$ cat src/rtl/cksum_pkg.sv
package cksum_pkg;
  // Per-beat strobes from control to datapath
  typedef struct packed {
    logic clear;      // accepted first beat: restart the sum
    logic accum;      // accepted counted byte
    logic finish;     // accepted last beat: capture result
    logic checkMode;  // mode in force for this beat's block
  } cksumStrobe_t;
endpackage

$ cat src/rtl/cksum_ctrl.sv
module cksum_ctrl
  import cksum_pkg::*;
(
  input  logic         clk,
  input  logic         rstN,
  input  logic         inValid,
  input  logic         inFirst,
  input  logic         inLast,
  input  logic         inKeep,
  input  logic         modeCheck,
  output logic         inReady,
  output logic         resValid,
  output cksumStrobe_t strb
);
  logic readyQ;
  logic modeQ;
  logic validQ;
  logic accept;

  assign accept = inValid & readyQ;

  always_comb begin
    strb.clear     = accept & inFirst;
    strb.accum     = accept & inKeep;
    strb.finish    = accept & inLast;
    // first beat uses the live mode, later beats the one held for the block
    strb.checkMode = inFirst ? modeCheck : modeQ;
  end

  always_ff @(posedge clk or negedge rstN) begin
    if (!rstN) begin
      readyQ <= 1'b0;
      modeQ  <= 1'b0;
      validQ <= 1'b0;
    end else begin
      readyQ <= 1'b1;
      validQ <= strb.finish;
      if (accept && inFirst) modeQ <= modeCheck;
    end
  end

  assign inReady  = readyQ;
  assign resValid = validQ;
endmodule

$ cat src/rtl/cksum_dp.sv
module cksum_dp
  import cksum_pkg::*;
#(
  parameter int DATA_W = 8
) (
  input  logic              clk,
  input  logic              rstN,
  input  cksumStrobe_t      strb,
  input  logic [DATA_W-1:0] inData,
  output logic [DATA_W-1:0] resSum,
  output logic              resPass
);
  localparam logic [DATA_W-1:0] ZERO = {DATA_W{1'b0}};

  logic [DATA_W-1:0] accQ;
  logic [DATA_W-1:0] base;
  logic [DATA_W-1:0] addend;
  logic [DATA_W-1:0] sumNext;
  logic [DATA_W-1:0] sumQ;
  logic              passQ;

  always_comb begin
    base    = strb.clear ? ZERO : accQ;
    addend  = strb.accum ? inData : ZERO;
    sumNext = base + addend;  // carries drop off the top
  end

  always_ff @(posedge clk or negedge rstN) begin
    if (!rstN) begin
      accQ  <= ZERO;
      sumQ  <= ZERO;
      passQ <= 1'b0;
    end else begin
      if (strb.clear || strb.accum) accQ <= sumNext;
      if (strb.finish) begin
        sumQ  <= strb.checkMode ? ZERO : (ZERO - sumNext);
        passQ <= strb.checkMode && (sumNext == ZERO);
      end
    end
  end

  assign resSum  = sumQ;
  assign resPass = passQ;
endmodule

$ cat src/rtl/cksum_unit.sv
module cksum_unit
  import cksum_pkg::*;
#(
  parameter int DATA_W = 8
) (
  input  logic              clk,
  input  logic              rstN,
  input  logic              inValid,
  output logic              inReady,
  input  logic [DATA_W-1:0] inData,
  input  logic              inFirst,
  input  logic              inLast,
  input  logic              inKeep,
  input  logic              modeCheck,
  output logic              resValid,
  output logic [DATA_W-1:0] resSum,
  output logic              resPass
);
  cksumStrobe_t strb;

  cksum_ctrl u_ctrl (
    .clk      (clk),
    .rstN     (rstN),
    .inValid  (inValid),
    .inFirst  (inFirst),
    .inLast   (inLast),
    .inKeep   (inKeep),
    .modeCheck(modeCheck),
    .inReady  (inReady),
    .resValid (resValid),
    .strb     (strb)
  );

  cksum_dp #(.DATA_W(DATA_W)) u_dp (
    .clk    (clk),
    .rstN   (rstN),
    .strb   (strb),
    .inData (inData),
    .resSum (resSum),
    .resPass(resPass)
  );
endmodule

$ cat config.mk
export PLATFORM = sky130hd
export DESIGN_NAME = cksum_unit
export DESIGN_NICKNAME = d
export VERILOG_FILES = /design/src/rtl/cksum_pkg.sv /design/src/rtl/cksum_ctrl.sv /design/src/rtl/cksum_dp.sv /design/src/rtl/cksum_unit.sv
export SDC_FILE = /design/constraint.sdc
export NUM_CORES = 1
export LEC_CHECK = 0
export CAP_MARGIN = 40
export CORE_MARGIN = 1.5
export CORE_UTILIZATION = 51
export DETAILED_ROUTE_END_ITERATION = 8
export PLACE_DENSITY = 0.82
export SYNTH_ARGS = -nofsm -noshare
export SYNTH_HDL_FRONTEND = slang
export SYNTH_SLANG_ARGS = --single-unit
$ cat constraint.sdc
create_clock -name clk -period 3.4 [get_ports clk]
set_input_delay 0.34 -clock clk [delete_from_list [all_inputs] [get_ports clk]]
set_output_delay 0.34 -clock clk [all_outputs]
set_load 0.005 [all_outputs]
==> results.txt <==
----------------------------------------------------
[GRT]
  Global-route wire length before repair ... 4.64 mm
  Pin count of the biggest net entering global routing ... 15
  Met1 global-route usage ... 26.3%
  Via count of the first global-routing pass ... 1045
  Most utilized layer in the global route result ... met2
  Met3 track demand over resource ... 5.56%
  Tot GR Track Use ... 22.8%
  Global-route met2 utilization ... 41.8%
  Initial antenna violation count ... 0
  Total grt overflow ... 0

[Power and ir drop]
  Post-route total power ... 0.00105 W
  Static Leakage ... 0.743 nW
  VDD IR-drop max ... 0.681 mV
  Areal power density over the cells ... 628 nW/um^2

[Critical path]
  Worst Path Class, Setup ... input port to flop
  Family with the most delay on the worst path ... compound AO/OA/AOI/OAI gates
  Logic depth of the worst setup path including buffers ... 11
  Worst Reg-to-Reg Cells ... 10
  Worst-path maximum fanout ... 8
  Worst path required time ... 3.59 ns
  Crit-path cells ... clkdlybuf4s50_1, and3_1, and2_1, ha_1, fa_1, a211oi_1, o21bai_1, a21oi_1, xor2_1, nand4_1, a32o_1
  Worst setup EP type ... flop
  Highest-delay cell along the critical path ... clkdlybuf4s50_1
  Worst Path Arrival ... 3.35 ns
  Worst path max stage delay ... 0.50 ns
  Startpoint type of the worst setup path ... input port
  Buf+Inv Stages, Crit Path ... 1

[Floorplanning]
  Die height ... 53.6 um
  Width of the die ... 53.6 um
  Row count ... 18
  I/O pin count ... 26
  Area of the core ... 2450 um^2
  Die area ... 2880 um^2
  Initial core utilization ... 53.3%

[Timing]
  Endpoints failing setup ... 0
  Total count of hold-check failures in the final report ... 0
  RSZ-0062 raised after global routing ... false
  Minimum clock period ... 3.16 ns
  Number of slew-limit violations in the final report ... 0
  Worst relative slew slack ... 62.9%
  Setup clock skew after layout ... 0.00876 ns
  Share of the clock period used by the worst path ... 92.9%
  Slew at the pin closest to its max-slew limit ... 0.555 ns
  Achievable clock frequency ... 0.316 GHz

[Synth]
  Synthesis-stage register bit count ... 20
  Average cell area after synthesis ... 9.98 um^2
  Number of flops mapped to enable cells by yosys ... 0
  Post-synthesis share of cell area spent on full adders, half adders and majority gates ... 9.19%
  Net count of the mapped netlist ... 155
  Post-Synthesis Cells ... 131
  Sequential element share of the synthesized area ... 38.3%
  Synthesized-area fraction occupied by ao, oa, aoi and oai cells ... 22.3%
  Post-Synth XOR/XNOR Area ... 6.70%
  Largest family of logic cells by synthesized area ... compound AO/OA/AOI/OAI gates
  FFs w/ async S/R, synth ... 100%
  Cell area after synthesis ... 1310 um^2
  Primary FF master, synth ... dfrtp_1
  Number of warning messages in the yosys log ... 0
  Multiplexer share of the synthesized area ... 3.35%
  Distinct cells, synth ... 36
  Post-synthesis simple-gate area fraction ... 17.0%

[Cells and area]
  Multi-input combinational cell area ... 769 um^2
  Post-layout instance area ... 1670 um^2
  Area occupied by registers ... 500 um^2
  Fraction of layout instances using a drive strength above 1 ... 11.7%
  Antenna Cells ... 0
  Area delta synth->final ... 27.7%
  Fill cell instance count of the final layout ... 208
  Final nets ... 188

[Clock tree]
  PostCTS Resize Cnt ... 0
  Clock latency reported for the late side of the worst-skew pair ... 0.30 ns
  Clock slew at the register clock pins of the worst setup and hold paths ... 0.12 ns
  Setup Fix Bufs, Post-CTS ... 0
  Number of H-tree branching levels ... 1
  Number of sinks handled by clock tree synthesis ... 20
  Total clock buffers created by CTS ... 3
  Clock tree from TritonCTS ... done
  Deepest clock path buffer count ... 2
  CTS Hold Bufs ... 0
  Root Buffer Master ... clkbuf_4

[Routing]
  Total wirelength of the detailed-routed design ... 3.00 mm
  Number of DRC markers in iteration 0 ... 31
  Drc violations ... 0
  Detail-routed net length per standard cell ... 15.6 um
  Residual antenna-violating net count after detailed routing ... 0
  Via count ... 1116
  Total iterations of the first detailed-routing run ... 5
  DR vias/cell ... 5.78

[Placed design]
  Post-detail-place hpwl ... 2.41 mm
  Number of port buffers ... 25
  Placed instance area ... 1630 um^2
  Routability congestion estimate from global placement ... 0.838

[Job]
  Max-cap check violation count ... 0

[Outcome]
  Result of the run ... complete, no violations

[Hold path]
  Class of the tightest hold or removal check ... input port to asynchronous set/reset pin

----------------------------------------------------
## cells in the mapped netlist (2+ instances only)
| cell | instances | area [um^2] |
|---|---|---|
| dfrtp_1 | 20 | 500 |
| and2_1 | 14 | 87.6 |
| o21ai_0 | 11 | 55.1 |
| nand2_1 | 10 | 37.5 |
| ha_1 | 8 | 100 |
| a21oi_1 | 6 | 30.0 |
| a22o_1 | 6 | 52.6 |
| xor2_1 | 6 | 52.6 |
| inv_1 | 4 | 15.0 |
| nand3_1 | 4 | 20.0 |
| nor2_1 | 4 | 15.0 |
| xnor2_1 | 4 | 35.0 |
| clkbuf_1 | 3 | 11.3 |
| mux2_2 | 3 | 33.8 |
| nand4_1 | 3 | 18.8 |
| o21bai_1 | 3 | 22.5 |
| a21o_1 | 2 | 15.0 |
| a32o_1 | 2 | 20.0 |
## area by class of cell
type	count	area share (%)
Sequential cell	20	30.0
Clock buffer	4	2.17
Timing Repair Buffer	32	18.6
Multi-Input combinational cell	103	46.1
Inverter	4	0.900
Tap cell	30	2.25
## placed cells by master, fill, tap and decap left out, types with 3 or more instances in the layout
cell type        synthesis  layout
xnor2_1                  4       4
inv_1                    4       4
clkbuf_4                 0       3
mux2_2                   3       3
nand3_1                  4       4
nand4_1                  3       3
and2_1                  14      14
o21bai_1                 3       3
dfrtp_1                 20      20
a22o_1                   6       6
nand2_1                 10      10
nor2_1                   4       4
xor2_1                   6       6
o21ai_0                 11      11
ha_1                     8       8
buf_4                    0       6
clkdlybuf4s50_1          0      25
a21oi_1                  6       6
## final timing paths
kind | from | end | slack (ns)
setup reg to reg | u_ctrl.inReady$_DFF_PN0_ | u_dp.resSum[7]$_DFFE_PN0P_ | 0.36
setup / recovery | inValid | u_dp.resSum[7]$_DFFE_PN0P_ | 0.24
max in group asynchronous | rstN | u_dp.resSum[7]$_DFFE_PN0P_ | 2.67
min in group clk | u_dp.accQ[1]$_DFFE_PN0P_ | u_dp.accQ[1]$_DFFE_PN0P_ | 0.49
hold reg to reg | u_dp.accQ[1]$_DFFE_PN0P_ | u_dp.accQ[1]$_DFFE_PN0P_ | 0.49
hold / removal | rstN | u_dp.accQ[4]$_DFFE_PN0P_ | 0.31
## logic make-up (layout without fill, tap and decap cells)
kind of cell    Yosys count  in the layout
flops                    20             20
xor+xnor                 10             10
buf+inv                   8             40
other cells               1              1
compound gates           39             39
simple gates             40             40
fa+ha+maj                 9              9
mux                       4              4
## layer usage
layer	vias up	wire length [um]
met5	-	0
met4	0	62
met3	6	124
met2	31	1550
met1	540	1270
li1	539	-
## metrics by stage
stage,hold WS (ns),setup slack (ns),TNS (ns),instances,utilization [%]
4_1_cts,0.319,0.240,0,193,68.0
6_report,0.311,0.240,0,193,68.0
2_1_floorplan,0.0444,0.526,0,131,-
5_1_grt,0.332,0.0505,0,193,68.0
3_3_place_gp,0.459,0.101,0,188,65.9
3_5_place_dp,0.469,-0.0577,-0.0577,189,66.5
## power by group
group | leakage, nW | internal (W) | switching (W) | total (W)
sequential | 0.259 | 0.000313 | 0.0000422 | 0.000356
clock | 0.0210 | 0.0000653 | 0.0000714 | 0.000137
combinational | 0.462 | 0.000296 | 0.000261 | 0.000557
total | 0.743 | 0.000675 | 0.000374 | 0.00105
## flip-flops by register name, summed over array words and instances, names as in the netlist
name             cells
u_dp.accQ            8
u_dp.resSum          8
u_ctrl.inReady       1
u_ctrl.modeQ         1
u_ctrl.resValid      1
u_dp.resPass         1
(Power assumes the default switching activity.)
